### src/rtl/crs_pkg.sv
// Package: shared command codes, register selects and channel indices for
// the dual-channel reset command sequencer.
package crs_pkg;
    typedef enum logic [1:0] {
        CMD_NONE    = 2'b00,
        CMD_RST_B   = 2'b01,
        CMD_RST_A   = 2'b10,
        CMD_RST_ALL = 2'b11
    } rst_cmd_e;

    localparam int NUM_CH = 2;
    localparam int CH_A   = 0;
    localparam int CH_B   = 1;

    localparam logic [1:0] ADDR_CHCFG = 2'd0;
    localparam logic [1:0] ADDR_CHIE  = 2'd1;
    localparam logic [1:0] ADDR_MCTL  = 2'd2;
    localparam logic [1:0] ADDR_SHIFT = 2'd3;

    localparam int MCTL_W = 6;
    // master control bits that a full reset loads from the write data
    localparam int MB_DLC = 2;
    localparam int MB_MIE = 3;
    localparam int MB_SHI = 4;
endpackage

### src/rtl/crs_decode.sv
// Module: crs_decode
// Purpose: combinational decode of one register write into per-channel and
//          global actions, after gating by the busy state of the write path.
// Assumes: at most one write per cycle; busy[i] comes from the lockout timers.
module crs_decode
    import crs_pkg::*;
(
    input  logic              wr_en,
    input  logic              wr_path_b,
    input  logic [1:0]        wr_addr,
    input  logic [7:0]        wr_data,
    input  logic [NUM_CH-1:0] busy,
    output logic              wr_drop,
    output logic              mctl_wr,
    output logic              full_rst,
    output logic              shift_wr,
    output logic [NUM_CH-1:0] ch_clr,
    output logic [NUM_CH-1:0] cfg_wr,
    output logic [NUM_CH-1:0] ie_wr
);
    logic     wr_ok;
    rst_cmd_e cmd;

    assign wr_drop = wr_en && busy[wr_path_b];
    assign wr_ok   = wr_en && !busy[wr_path_b];
    assign cmd     = rst_cmd_e'(wr_data[7:6]);

    // Purpose: turn an accepted write into strobes for the targeted state.
    always_comb begin
        mctl_wr  = 1'b0;
        full_rst = 1'b0;
        shift_wr = 1'b0;
        ch_clr   = '0;
        cfg_wr   = '0;
        ie_wr    = '0;
        if (wr_ok) begin
            case (wr_addr)
                ADDR_CHCFG: cfg_wr[wr_path_b] = 1'b1;
                ADDR_CHIE:  ie_wr[wr_path_b]  = 1'b1;
                ADDR_SHIFT: shift_wr          = 1'b1;
                default: begin
                    mctl_wr = 1'b1;
                    case (cmd)
                        CMD_RST_B: ch_clr[CH_B] = 1'b1;
                        CMD_RST_A: ch_clr[CH_A] = 1'b1;
                        CMD_RST_ALL: begin
                            ch_clr   = '1;
                            full_rst = 1'b1;
                        end
                        default: ;
                    endcase
                end
            endcase
        end
    end
endmodule

### src/rtl/crs_lockout.sv
// Module: crs_lockout
// Purpose: per-channel lockout timer; busy stays high for LOCK_CYC cycles
//          after the cycle in which start is seen. A new start restarts it.
// Assumes: LOCK_CYC >= 1.
module crs_lockout #(
    parameter int LOCK_CYC = 4
) (
    input  logic clk,
    input  logic rst_n,
    input  logic start,
    output logic busy
);
    localparam int CW = $clog2(LOCK_CYC + 1);

    logic [CW-1:0] cnt;

    // Purpose: load the window length on start, then count down to zero.
    always_ff @(posedge clk) begin
        if (!rst_n)
            cnt <= '0;
        else if (start)
            cnt <= CW'(LOCK_CYC);
        else if (cnt != '0)
            cnt <= cnt - 1'b1;
    end

    assign busy = (cnt != '0);

    AST_BUSY_AFTER_START: assert property (@(posedge clk) disable iff (!rst_n)
        start |=> busy);
    AST_BUSY_ONLY_FROM_START: assert property (@(posedge clk) disable iff (!rst_n)
        $rose(busy) |-> $past(start));
endmodule

### src/rtl/crs_chan.sv
// Module: crs_chan
// Purpose: state of one serial channel as seen by the reset sequencer:
//          enables, modem bits, interrupt enable/pending/in-service flags.
// Assumes: NSRC <= 8 (the enable mask comes from the low data bits);
//          clr has priority over every other update in the same cycle.
module crs_chan #(
    parameter int NSRC = 4
) (
    input  logic            clk,
    input  logic            rst_n,
    input  logic            clr,
    input  logic            cfg_wr,
    input  logic            ie_wr,
    input  logic [7:0]      wdata,
    input  logic [NSRC-1:0] evt,
    input  logic [NSRC-1:0] svc,
    input  logic            txd_src,
    output logic            rx_en,
    output logic            tx_en,
    output logic            txd,
    output logic            rts_n,
    output logic            dtr_n,
    output logic [NSRC-1:0] ie,
    output logic [NSRC-1:0] ip,
    output logic [NSRC-1:0] ius
);
    logic rts_q, dtr_q;

    // Purpose: channel configuration register (enables and modem bits).
    always_ff @(posedge clk) begin
        if (!rst_n || clr) begin
            rx_en <= 1'b0;
            tx_en <= 1'b0;
            rts_q <= 1'b0;
            dtr_q <= 1'b0;
        end else if (cfg_wr) begin
            rx_en <= wdata[0];
            tx_en <= wdata[1];
            rts_q <= wdata[2];
            dtr_q <= wdata[3];
        end
    end

    // Purpose: interrupt enable mask.
    always_ff @(posedge clk) begin
        if (!rst_n || clr)
            ie <= '0;
        else if (ie_wr)
            ie <= wdata[NSRC-1:0];
    end

    // Purpose: pending flags set by enabled events, moved to in-service on svc.
    always_ff @(posedge clk) begin
        if (!rst_n || clr) begin
            ip  <= '0;
            ius <= '0;
        end else begin
            ip  <= (ip | (evt & ie)) & ~(svc & ip);
            ius <= ius | (svc & ip);
        end
    end

    // Transmit line parks at mark and modem outputs go inactive when cleared.
    assign txd   = tx_en ? txd_src : 1'b1;
    assign rts_n = ~rts_q;
    assign dtr_n = ~dtr_q;

    AST_CLEAR_TAKES: assert property (@(posedge clk) disable iff (!rst_n)
        clr |=> (!rx_en && !tx_en && ie == '0 && ip == '0 && ius == '0
                 && rts_n && dtr_n && txd));
    AST_IP_GATED: assert property (@(posedge clk) disable iff (!rst_n)
        (ip & ~$past(ip) & ~$past(ie)) == '0);
    AST_IUS_FROM_IP: assert property (@(posedge clk) disable iff (!rst_n)
        (ius & ~$past(ius) & ~$past(ip)) == '0);
endmodule

### src/rtl/chan_reset_seq.sv
// Module: chan_reset_seq (top)
// Purpose: shared master control register with reset command decode,
//          per-channel clear, post-reset lockout and dropped-write counting.
// Assumes: synchronous active-low reset; one write per cycle from either
//          access path; NSRC <= 8.
module chan_reset_seq
    import crs_pkg::*;
#(
    parameter int NSRC     = 4,
    parameter int LOCK_CYC = 4,
    parameter int CNT_W    = 8
) (
    input  logic             clk,
    input  logic             rst_n,
    input  logic             wr_en,
    input  logic             wr_path_b,
    input  logic [1:0]       wr_addr,
    input  logic [7:0]       wr_data,
    input  logic [NSRC-1:0]  evt_a,
    input  logic [NSRC-1:0]  evt_b,
    input  logic [NSRC-1:0]  svc_a,
    input  logic [NSRC-1:0]  svc_b,
    input  logic             txd_src_a,
    input  logic             txd_src_b,
    output logic             rx_en_a,
    output logic             rx_en_b,
    output logic             tx_en_a,
    output logic             tx_en_b,
    output logic             txd_a,
    output logic             txd_b,
    output logic             rts_n_a,
    output logic             rts_n_b,
    output logic             dtr_n_a,
    output logic             dtr_n_b,
    output logic [NSRC-1:0]  ie_a,
    output logic [NSRC-1:0]  ie_b,
    output logic [NSRC-1:0]  ip_a,
    output logic [NSRC-1:0]  ip_b,
    output logic [NSRC-1:0]  ius_a,
    output logic [NSRC-1:0]  ius_b,
    output logic             busy_a,
    output logic             busy_b,
    output logic [MCTL_W-1:0] mctl,
    output logic             shift_left,
    output logic [CNT_W-1:0] rej_count
);
    localparam logic [CNT_W-1:0] CNT_MAX = '1;

    logic              wr_drop, mctl_wr, full_rst, shift_wr;
    logic [NUM_CH-1:0] ch_clr, cfg_wr, ie_wr, busy;
    logic [MCTL_W-1:0] mctl_next;

    logic [NSRC-1:0] evt_v [NUM_CH];
    logic [NSRC-1:0] svc_v [NUM_CH];
    logic [NSRC-1:0] ie_v  [NUM_CH];
    logic [NSRC-1:0] ip_v  [NUM_CH];
    logic [NSRC-1:0] ius_v [NUM_CH];
    logic [NUM_CH-1:0] txsrc_v, rx_v, tx_v, txd_v, rts_v, dtr_v;

    assign evt_v[CH_A] = evt_a;
    assign evt_v[CH_B] = evt_b;
    assign svc_v[CH_A] = svc_a;
    assign svc_v[CH_B] = svc_b;
    assign txsrc_v     = {txd_src_b, txd_src_a};

    crs_decode u_dec (
        .wr_en     (wr_en),
        .wr_path_b (wr_path_b),
        .wr_addr   (wr_addr),
        .wr_data   (wr_data),
        .busy      (busy),
        .wr_drop   (wr_drop),
        .mctl_wr   (mctl_wr),
        .full_rst  (full_rst),
        .shift_wr  (shift_wr),
        .ch_clr    (ch_clr),
        .cfg_wr    (cfg_wr),
        .ie_wr     (ie_wr)
    );

    for (genvar c = 0; c < NUM_CH; c++) begin : g_ch
        crs_lockout #(.LOCK_CYC(LOCK_CYC)) u_lock (
            .clk   (clk),
            .rst_n (rst_n),
            .start (ch_clr[c]),
            .busy  (busy[c])
        );

        crs_chan #(.NSRC(NSRC)) u_chan (
            .clk     (clk),
            .rst_n   (rst_n),
            .clr     (ch_clr[c]),
            .cfg_wr  (cfg_wr[c]),
            .ie_wr   (ie_wr[c]),
            .wdata   (wr_data),
            .evt     (evt_v[c]),
            .svc     (svc_v[c]),
            .txd_src (txsrc_v[c]),
            .rx_en   (rx_v[c]),
            .tx_en   (tx_v[c]),
            .txd     (txd_v[c]),
            .rts_n   (rts_v[c]),
            .dtr_n   (dtr_v[c]),
            .ie      (ie_v[c]),
            .ip      (ip_v[c]),
            .ius     (ius_v[c])
        );
    end

    // Purpose: next master control value; a full reset keeps only three bits.
    always_comb begin
        if (full_rst) begin
            mctl_next         = '0;
            mctl_next[MB_DLC] = wr_data[MB_DLC];
            mctl_next[MB_MIE] = wr_data[MB_MIE];
            mctl_next[MB_SHI] = wr_data[MB_SHI];
        end else begin
            mctl_next = wr_data[MCTL_W-1:0];
        end
    end

    // Purpose: master control register, written through either path.
    always_ff @(posedge clk) begin
        if (!rst_n)
            mctl <= '0;
        else if (mctl_wr)
            mctl <= mctl_next;
    end

    // Purpose: shift-direction bit; only hardware reset clears it.
    always_ff @(posedge clk) begin
        if (!rst_n)
            shift_left <= 1'b0;
        else if (shift_wr)
            shift_left <= wr_data[0];
    end

    // Purpose: saturating count of writes dropped during a lockout.
    always_ff @(posedge clk) begin
        if (!rst_n)
            rej_count <= '0;
        else if (wr_drop && rej_count != CNT_MAX)
            rej_count <= rej_count + 1'b1;
    end

    assign rx_en_a = rx_v[CH_A];
    assign rx_en_b = rx_v[CH_B];
    assign tx_en_a = tx_v[CH_A];
    assign tx_en_b = tx_v[CH_B];
    assign txd_a   = txd_v[CH_A];
    assign txd_b   = txd_v[CH_B];
    assign rts_n_a = rts_v[CH_A];
    assign rts_n_b = rts_v[CH_B];
    assign dtr_n_a = dtr_v[CH_A];
    assign dtr_n_b = dtr_v[CH_B];
    assign ie_a    = ie_v[CH_A];
    assign ie_b    = ie_v[CH_B];
    assign ip_a    = ip_v[CH_A];
    assign ip_b    = ip_v[CH_B];
    assign ius_a   = ius_v[CH_A];
    assign ius_b   = ius_v[CH_B];
    assign busy_a  = busy[CH_A];
    assign busy_b  = busy[CH_B];

    AST_DROP_COUNTS: assert property (@(posedge clk) disable iff (!rst_n)
        (wr_drop && rej_count != CNT_MAX) |=> rej_count == $past(rej_count) + 1'b1);
    AST_DROP_NO_EFFECT: assert property (@(posedge clk) disable iff (!rst_n)
        wr_drop |=> ($stable(mctl) && $stable(shift_left)));
    AST_SHIFT_KEPT: assert property (@(posedge clk) disable iff (!rst_n)
        full_rst |=> $stable(shift_left));
    AST_BUSY_NEEDS_CLEAR: assert property (@(posedge clk) disable iff (!rst_n)
        $rose(busy_a) |-> $past(mctl_wr));
endmodule

### config.mk
export PLATFORM = sky130hd
export DESIGN_NAME = chan_reset_seq
export DESIGN_NICKNAME = d
export VERILOG_FILES = /design/src/rtl/crs_pkg.sv /design/src/rtl/crs_decode.sv /design/src/rtl/crs_lockout.sv /design/src/rtl/crs_chan.sv /design/src/rtl/chan_reset_seq.sv
export SDC_FILE = /design/constraint.sdc
export NUM_CORES = 1
export LEC_CHECK = 0
export ABC_AREA = 1
export BUFFER_PORTS_ARGS = -buffer_cell sky130_fd_sc_hd__buf_4
export CAP_MARGIN = 0
export CELL_PAD_IN_SITES_DETAIL_PLACEMENT = 1
export CELL_PAD_IN_SITES_GLOBAL_PLACEMENT = 1
export CORE_UTILIZATION = 25
export DETAILED_ROUTE_END_ITERATION = 10
export PLACE_DENSITY = 0.66
export SLEW_MARGIN = 20
export SYNTH_ARGS = -nofsm -noshare
export SYNTH_HDL_FRONTEND = slang
export SYNTH_HIERARCHICAL = 1
export SYNTH_SLANG_ARGS = --single-unit
### constraint.sdc
create_clock -name clk -period 3.6 [get_ports clk]
set_clock_uncertainty 0.1 [all_clocks]
set_input_delay 0.72 -clock clk [delete_from_list [all_inputs] [get_ports clk]]
set_output_delay 0.72 -clock clk [all_outputs]
set_load 0.03 [all_outputs]
# --- After elaboration in Yosys (flattened, before gate mapping) ---
# Cells that the tools add are included.
totals:
  word_cells: 93
  rom_bits: 0
  ram_bits: 0
  n_memories: 0
  latchBits: 0
  register_bits: 53
  input_bits: 32
  output_inout_bits: 51
op_classes:
  bitwise: 17
  n_addsub: 3
  n_mux: 26
  eq_ne: 6
  shift: 0
  n_mul: 0
  n_div: 0
  order_cmp: 2
  reduce_logical: 18
ops:
  columns: ["op", "count"]
  rows:
  - ["bitwise AND 4 bit", 6]
  - ["bitwise OR 4 bit", 4]
  - ["two-way mux 1 bit", 14]
  - ["two-way mux 2 bit", 6]
  - ["two-way mux 3 bit", 4]
  - ["adder 8 x 1 -> 8 bit, second input constant", 1]
  - ["inequality test 8 bit, second input constant", 1]
  - ["NOT 4 bit", 2]
  - ["OR reduction 2 bit", 4]
  - ["equality test 2 bit, second input constant", 3]
  - ["two-way mux 6 bit", 1]
  - ["nonzero test 3 bit", 2]
  - ["subtractor 3 x 1 -> 3 bit, second input constant", 2]
  - ["NOT 1 bit", 5]
  - ["equality test 2 x 1 -> 1 bit, second input constant", 2]
  - ["logical AND 1 bit", 4]
  - ["nonzero test 2 bit", 2]
  - ["OR reduction 3 bit", 1]
  - ["logical NOT 1 bit", 2]
  - ["logical NOT 2 bit", 1]
  - ["logical OR 1 bit", 2]
  - ["less-than comparator 1 x 2 -> 1 bit, second input constant", 1]
  - ["demux 1 bit (select 1 bit)", 1]
  - ["greater-or-equal comparator 1 bit, second input constant", 1]

# --- Depth between registers and ports, before layout ---
# Gate-level depths: netlist (run 1).
depth:
  depth_word: 7
  mapped_depth: 13
  ltp_nobuf: 12

# --- Cells and area by module ---
# The synthesis (run 1) kept the hierarchy.
modules_own_cells:
  columns: ["mod", "n_inst", "seq_area_each_um2", "cells_each", "area_per_inst_um2"]
  rows:
  - ["crs_chan", 2, 320.3, 75, 611.8]
  - ["chan_reset_seq", 1, 300.3, 105, 742.0]
  - ["crs_lockout", 2, 60.1, 27, 178.9]
  - ["crs_decode", 1, 0.0, 28, 132.6]

# --- Least setup slack after synthesis (run 1) ---
# OpenSTA, ideal clock, no wires.
synth_timing:
  path_type: "register to register"
  startpoint: "register g_ch[1].u_lock.cnt[0]"
  endpoint: "register rej_count[7]"
  setup_slack_ns: 1.431
  arrival_time_ns: 2.005
  path_stages_with_launch: 14
  setup_time_ns: 0.064
  period_less_slack_ns: 2.169
  n_path_buf: 1
  required_time_ns: 3.436
  path_cell_list: "dfxtp_1 inv_1 ha_1 ha_1 inv_1 nand2_1 a21boi_0 buf_4 nand2_1 nor2_4 nand3_1 nand2_1 inv_1 nor2_1"
synth_between:
  elab_chain_len: 5
synth_lines:
  columns: ["item", "line_no", "source"]
  rows:
  - ["from (decl)", "crs_lockout.sv:15", "logic [CW-1:0] cnt;"]
  - ["from (signal assigned)", "crs_lockout.sv:22", "cnt <= CW'(LOCK_CYC);"]
  - ["from (signal assigned)", "crs_lockout.sv:24", "cnt <= cnt - 1'b1;"]
  - ["nonzero test 3 bit", "crs_lockout.sv:27", "assign busy = (cnt != '0);"]
  - ["via busy_b", "chan_reset_seq.sv:42", "output logic busy_b,"]
  - ["two-way mux 1 bit (not written as such) (2 in series)", "crs_decode.sv:24", "assign wr_drop = wr_en && busy[wr_path_b];"]
  - ["logical AND 1 bit", "crs_decode.sv:24", null]
  - ["via wr_drop", "chan_reset_seq.sv:49", "logic wr_drop, mctl_wr, full_rst, shift_wr;"]
  - ["logical AND 1 bit", "chan_reset_seq.sv:142", "else if (wr_drop && rej_count != CNT_MAX)"]
  - ["to (signal assigned)", "chan_reset_seq.sv:143", "rej_count <= rej_count + 1'b1;"]
  - ["to (decl)", "chan_reset_seq.sv:45", "output logic [CNT_W-1:0] rej_count"]
# The timed path passes the listed nets, and every way through them passes these cells. The select of a mux whose other input is x is not followed.
# A chain may end at the register's enable or synchronous reset.

# --- Worst setup path after layout (run 1) ---
layout_timing:
  startpoint: "register g_ch[0].u_lock.cnt[0]"
  endpoint: "output port busy_a"
layout_between:
  elab_chain_len: 1
layout_lines:
  columns: ["item", "line_no", "source"]
  rows:
  - ["from (decl)", "crs_lockout.sv:15", null]
  - ["from (signal assigned)", "crs_lockout.sv:22", null]
  - ["from (signal assigned)", "crs_lockout.sv:24", null]
  - ["nonzero test 3 bit", "crs_lockout.sv:27", null]
  - ["to (decl)", "chan_reset_seq.sv:41", "output logic busy_a,"]
# Every way passes these cells.

==> results of run 1 <==
-- per-layer routing --
metal  global-route usage [%]  vias up  share of wire, %  wire [um]
li1                         -     1198                 -          -
met1                     15.9     1067                45       2880
met2                     22.6       56                48       3090
met3                     5.13        2               7.0        453
met4                     3.01        0              0.60         39
met5                        0        -                 0          0
-- state kept, by name, summed over array words and instances (netlist names), 6 cells and up --
register / cells
g_ch.u_chan/ie: 8
g_ch.u_chan/ip: 8
g_ch.u_chan/ius: 8
g_ch.u_lock/cnt: 6
mctl: 6
rej_count: 8
-- report_power, final --
| group | switching (mW) | leakage, nW | internal, mW |
|---|---|---|---|
| logic | 0.290 | 1.00 | 0.164 |
| registers | 0.0287 | 0.429 | 0.629 |
| clock network | 0.206 | 0.0543 | 0.208 |
-- Yosys cell counts --
cell | n | area share (%)
nor2_8 | 1 | 0.82
nand2_4 | 1 | 0.46
inv_1 | 59 | 9.0
nor3_1 | 1 | 0.20
nand2_1 | 91 | 14
buf_4 | 1 | 0.31
ha_1 | 7 | 3.6
a21oi_1 | 26 | 5.3
a21boi_0 | 1 | 0.31
inv_2 | 2 | 0.31
nor2_4 | 2 | 0.92
nand3_1 | 15 | 3.1
nor2_2 | 4 | 1.0
dfxtp_1 | 53 | 43
nand2_2 | 6 | 1.5
o21ai_0 | 4 | 0.82
nor2_1 | 38 | 5.8
buf_6 | 3 | 1.4
nand3_4 | 1 | 0.71
nand4_1 | 1 | 0.25
a21oi_2 | 20 | 7.1
-- placed cells by master, fill, tap and decap left out, types with 2 or more instances in the layout --
cell	n
a21oi_1	26
a21oi_2	20
buf_4	83
clkbuf_8	5
dfxtp_1	53
ha_1	7
inv_1	59
inv_2	2
nand2_1	91
nand2_2	6
nand3_1	15
nor2_1	38
nor2_2	4
nor2_4	2
o21ai_0	4
-- metrics by stage --
stage	setup slack, ps	utilization (%)	instance area (um^2)	hold WS, ps	cells
3_5_place_dp	1420	34.1	3200	350	545
6_report	1280	35.4	3310	364	553
4_1_cts	1240	35.4	3310	366	553
5_1_grt	1150	35.4	3310	389	553
3_3_place_gp	1500	34.1	3200	343	545
2_1_floorplan	1430	-	2460	333	337
-- path summary, 6_finish.rpt --
check	startpoint	endpoint	slack, ps	cells past startpoint
setup / recovery	g_ch[0].u_lock/cnt[0]	busy_a	1280	5
hold / removal	g_ch[1].u_chan/ius[3]	g_ch[1].u_chan/ius[3]	360	2
setup reg to reg	g_ch[1].u_lock/cnt[0]	mctl[3]	1420	10
hold reg to reg	g_ch[1].u_chan/ius[3]	g_ch[1].u_chan/ius[3]	360	2
-- kinds of logic (layout without fill, tap and decap cells) --
kind of cell               Yosys count  in the layout  synth area share (%)
DFF                                 53             53                  43.2
AOI/OAI and AO/OA                   51             51                  13.6
adders and majority gates            7              7                  3.57
and+or+nand+nor                    161            161                  28.7
buffers and inverters               65            152                  11.0
-- layout make-up --
type | count | share of cell area (%)
multi-input cells | 219 | 33.9
inverters | 61 | 6.91
well taps | 129 | 4.87
flip-flops and latches | 53 | 32.0
clock buffers | 5 | 2.08
clock inverters | 3 | 1.40
repair buffers | 83 | 18.8
-- tightest hold or removal path, delay by kind of cell, from the launching register on --
| family | cells | cell delay, ps |
|---|---|---|
| buffers and inverters | 1 | 50 |
| AOI/OAI and AO/OA | 1 | 50 |
| DFF | 1 | 320 |
==> key figures, run 1 <==
Outcome
  – Outcome: finished, final reports clean

Clock tree
  – CTS Hold Buffers Added: 0
  – Clock Latency Late Sink: 300 ps
  – Post-CTS setup buffer count: 0
  – Root Driver: clkbuf_8
  – H-tree lvl count: 2
  – Clk pin slew, worst setup/hold paths: 100 ps
  – Post-CTS sizing: 0
  – CTS tree: built
  – Clock buffer depth: 2
  – Clk sink count: 53
  – Num CTS Buffers: 5

Global routing
  – Number of global-route vias before repair: 2397
  – Number of antenna violations at the first check in global routing: 0
  – First-pass GRT wire length: 10800 um
  – Pin count of the biggest net entering global routing: 22
  – GRT overflow: 0
  – Global Route Usage Sum: around an eighth

Floorplanning
  – Core Rows: 35
  – Die area: approximately 10000 um^2
  – Die Height: 101 um
  – Initial Utilization: between 20% and 30%
  – I/O pin cnt: 83
  – Core Footprint: 9370 um^2
  – Chip Width: 101 um

Setup path
  – CP max stage delay: about 350 ps
  – Worst Path Max Fanout: 5
  – Crit path arrival time: 1500 ps
  – Kind of critical path: reg -> out
  – CP delay by family, top: adder cells
  – Count of buffer and inverter cells on the critical path: 3
  – Sequence of cells on the critical path: inv_1 > ha_1 > ha_1 > inv_1 > buf_4
  – Crit end category: primary output
  – Slowest CP cell: dfxtp_1
  – Startpoint Class: register
  – Required @ worst endpoint: 2780 ps

STA
  – Final min period: 2320 ps
  – Setup TNS Final: 0 ps
  – Setup violators final: 0
  – Crit share post-route: 64.5%
  – Fmax: 431 MHz
  – Slew HR: 70.0%
  – Max Slew Vio Count: 0
  – Hold Fails Final Rpt: 0
  – Actual slew at the worst max-slew pin: 448 ps
  – RSZ-0062 raised after global routing: no

Hold path
  – Hold Path Class: reg -> reg

Final layout
  – Area grow syn2layout: 34.9%
  – N_diodes: 0
  – Layout cell share with drive strength beyond 1: about 30%
  – Register area: roughly 1100 um^2
  – Multi-input gate area: 1120 um^2
  – Final #Nets: 462
  – Fill cells: between 1000 and 1500

Detailed routing
  – DRT Wirelength: 6460 um
  – Vias: 2323
  – Vias per std cell: 4.20
  – Pre-antenna DRT Iters: 3
  – Starting DRT DRC Count: 28
  – WL per Instance: 11.7 um
  – Routed Antenna Nets: 0
  – DRC: 0

Placement
  – Detailed Place HPWL: 5100 um
  – Placer Congestion: 0.695
  – I/O Buffers: 82

Pwr
  – Peak VDD IR: between 0.0002 and 0.00025 V
  – Pwr Density: 460 nW/um^2
  – Final Power: 1.53 mW
  – Leak: around 1.5 nW

Yosys
  – Post-synth net total: 376
  – Sequential area share after synthesis: 43.2%
  – Synth Instances: 337
  – Synth cell types: 21
  – Synth warn: 6
  – #FFs+latches synth: 53
  – Syn_area_per_cell: between 7 and 8 um^2
  – Cell area after synthesis: around 2500 um^2

Flow run
  – # Max-Cap Violations: 0
(Power assumes the default switching activity.)
==> run 2, diff against run 1 <==
==> constraint.sdc (replaced) <==
create_clock -name clk -period 2.3 [get_ports clk]
set_clock_uncertainty 0.1 [all_clocks]
set_input_delay 0.46 -clock clk [delete_from_list [all_inputs] [get_ports clk]]
set_output_delay 0.46 -clock clk [all_outputs]
set_load 0.03 [all_outputs]
==> run 2 against run 1 <==
Critical path depth grew 7. Design area shrank 0.26%. First-iteration DRC count grew 21%. Register-to-register slack lost 1200 ps. Critical path type is now reg -> reg. Combinational power grew 59%.
==> key figures, run 2 (synthesized netlist as in run 1, its figures left out) <==
Pwr
  – Pwr Density: 697 nW/um^2 (was 460 nW/um^2)
  – Comb pwr share: 31.4% (was 29.8%)
  – Clock Power Share: 23.9% (was 27.2%)
  – Final Power: 2.30 mW (was 1.53 mW)
  – Psw: 837 uW (was 525 uW)
  – Leak: 1.48 nW (was 1.49 nW)
  – Sw Share: 36.4% (was 34.4%)
  – Reg power frac: 44.7% (was 43.1%)
  – Peak VDD IR: 0.000397 V (was 0.000203 V)
  – Pint: 1.47 mW (was 1.00 mW)

Clock tree
  – Num CTS Buffers: 5 (unchanged)
  – CTS Hold Buffers Added: 0 (unchanged)
  – H-tree lvl count: 2 (unchanged)
  – Clk sink count: 53 (unchanged)
  – Clk pin slew, worst setup/hold paths: 110 ps (was 100 ps)
  – Root Driver: clkbuf_8 (unchanged)
  – Clock buffer depth: 2 (unchanged)
  – CTS tree: built (unchanged)
  – Clock Latency Late Sink: 310 ps (was 300 ps)

Floorplanning
  – Chip Width: 101 um (unchanged)
  – Die Height: 101 um (unchanged)
  – Core Footprint: 9370 um^2 (unchanged)
  – I/O pin cnt: 83 (unchanged)
  – Die area: 10200 um^2 (unchanged)
  – Core Rows: 35 (unchanged)
  – Initial Utilization: 26.2% (unchanged)

Setup path
  – CP max stage delay: 350 ps (about the same)
  – Sequence of cells on the critical path: inv_1 > ha_1 > ha_1 > inv_2 > nand2_2 > a21boi_2 > buf_4 > nand2_1 > nor2_4 > buf_4 > a21oi_1 > nor2_1 (was inv_1 > ha_1 > ha_1 > inv_1 > buf_4)
  – Kind of critical path: reg -> reg (was reg -> out)
  – Required @ worst endpoint: 2460 ps (was 2780 ps)
  – Startpoint Class: register (unchanged)
  – Slowest CP cell: dfxtp_1 (unchanged)
  – Crit end category: register (was primary output)
  – Crit path arrival time: 2250 ps (was 1500 ps)
  – Worst Path Max Fanout: 9 (was 5)

Detailed routing
  – Met2 Wirelength: 3020 um (was 3090 um)
  – Starting DRT DRC Count: 34 (was 28)
  – DRT Wirelength: 6430 um (was 6460 um)
  – WL per Instance: 11.6 um (was 11.7 um)
  – Met3 WL post-DR: 366 um (was 453 um)
  – Vias per std cell: 4.15 (was 4.20)
  – Vias: 2298 (was 2323)
  – Routed length on met1: 3020 um (was 2880 um)
  – DRC: 0 (unchanged)
  – Top sig layer: met4 (unchanged)
  – Pre-antenna DRT Iters: 4 (was 3)
  – Routed Antenna Nets: 0 (unchanged)

Final layout
  – N_diodes: 0 (unchanged)
  – Most frequent cells in the layout: nand2_1 (90), buf_4 (84), inv_1 (57) (was nand2_1 (91), buf_4 (83), inv_1 (59))
  – Fin util: 35.3% (was 35.4%)
  – Area grow syn2layout: 34.6% (was 34.9%)
  – Layout cell share with drive strength beyond 1: 31.5% (was 30.2%)
  – Fin area: 3310 um^2 (about the same)
  – Final Non-Filler Cells: 554 (was 553)
  – Final #Nets: 463 (was 462)
  – Commonest non-fill, non-tap cell in the layout: nand2_1 (unchanged)

Hold path
  – Hold Path Class: in -> reg (was reg -> reg)

STA
  – Slew HR: 75.7% (was 70.0%)
  – Max Slew Vio Count: 0 (unchanged)
  – Actual slew at the worst max-slew pin: 364 ps (was 448 ps)
  – Final min period: 2090 ps
  – Setup TNS Final: 0 ps (unchanged)
  – Setup violators final: 0 (unchanged)
  – RSZ-0062 raised after global routing: no (unchanged)
  – Fmax: 478 MHz
  – Crit share post-route: 90.9%
  – Hold Fails Final Rpt: 0 (unchanged)

Global routing
  – Global Route Usage Sum: 13.0% (was 13.3%)
  – GRT overflow: 0 (unchanged)
  – Number of global-route vias before repair: 2361 (was 2397)
  – Pin count of the biggest net entering global routing: 22 (unchanged)
  – First-pass GRT wire length: 10600 um (was 10800 um)
  – Number of antenna violations at the first check in global routing: 0 (unchanged)

Placement
  – DP Area: 3200 um^2 (unchanged)
  – I/O Buffers: 82 (unchanged)
  – Placer Congestion: 0.709 (was 0.695)
  – Placed cells: 545 (unchanged)
  – Detailed Place HPWL: 5100 um (about the same)

Flow run
  – # Max-Cap Violations: 0 (unchanged)

Outcome
  – Outcome: finished, final reports clean (unchanged)
==> run 2: final cells by class <==
type / instances / area [um^2]
Tap cell: 129 / 161
Inverter: 61 / 229
Multi-Input combinational cell: 219 / 1130
Clock buffer: 5 / 68.8
Sequential cell: 53 / 1060
Clock inverter: 3 / 21.3
Fill cell: 1211 / 6070
Timing Repair Buffer: 84 / 631
==> run 2: power by group through the flow <==
stage / logic, mW / registers [mW] / clock network (mW)
after global routing: 0.812 / 1.04 / 0.609
after detailed placement: 0.719 / 1.05 / 0
after CTS: 0.721 / 1.03 / 0.571
final: 0.723 / 1.03 / 0.550
after floorplan: 0.423 / 1.10 / 0
after global placement: 0.692 / 1.05 / 0
==> run 2: metrics by stage <==
step	hold slack (ps)	worst slack, ps
2_1_floorplan	333	131
3_3_place_gp	342	156
3_5_place_dp	353	55.9
4_1_cts	276	29.2
5_1_grt	284	3.84
6_report	283	209
==> run 2: path summary, 6_finish.rpt <==
kind | cells past startpoint | endpoint | slack (ps) | from
worst max-delay path | 12 | rej_count[3] | 210 | g_ch[1].u_lock/cnt[0]
worst min register to register | 2 | g_ch[1].u_chan/ius[3] | 360 | g_ch[1].u_chan/ius[3]
worst min-delay path | 3 | mctl[4] | 280 | wr_data[4]
worst max register to register | 12 | rej_count[3] | 210 | g_ch[1].u_lock/cnt[0]
==> run 2: timing repair <==
item	in CTS	in global routing
setup endpoints to repair	0	6
endpoints found under the hold margin	0	0
resized for setup	0	6
buffers inserted	0	1
==> run 2: critical path, delay by kind of cell (launching register included) <==
kind | cells | cell delay [ps]
compound gates | 2 | 210
simple gates | 4 | 460
flops | 1 | 350
fa+ha+maj | 2 | 460
buf+inv | 4 | 460
==> run 2: per-layer routing <==
layer  GRT usage (%)  vias to the layer above
met2            23.0                       55
met4            2.68                        0
li1                -                     1203
met5               0                        -
met1            15.9                     1038
met3            3.40                        2
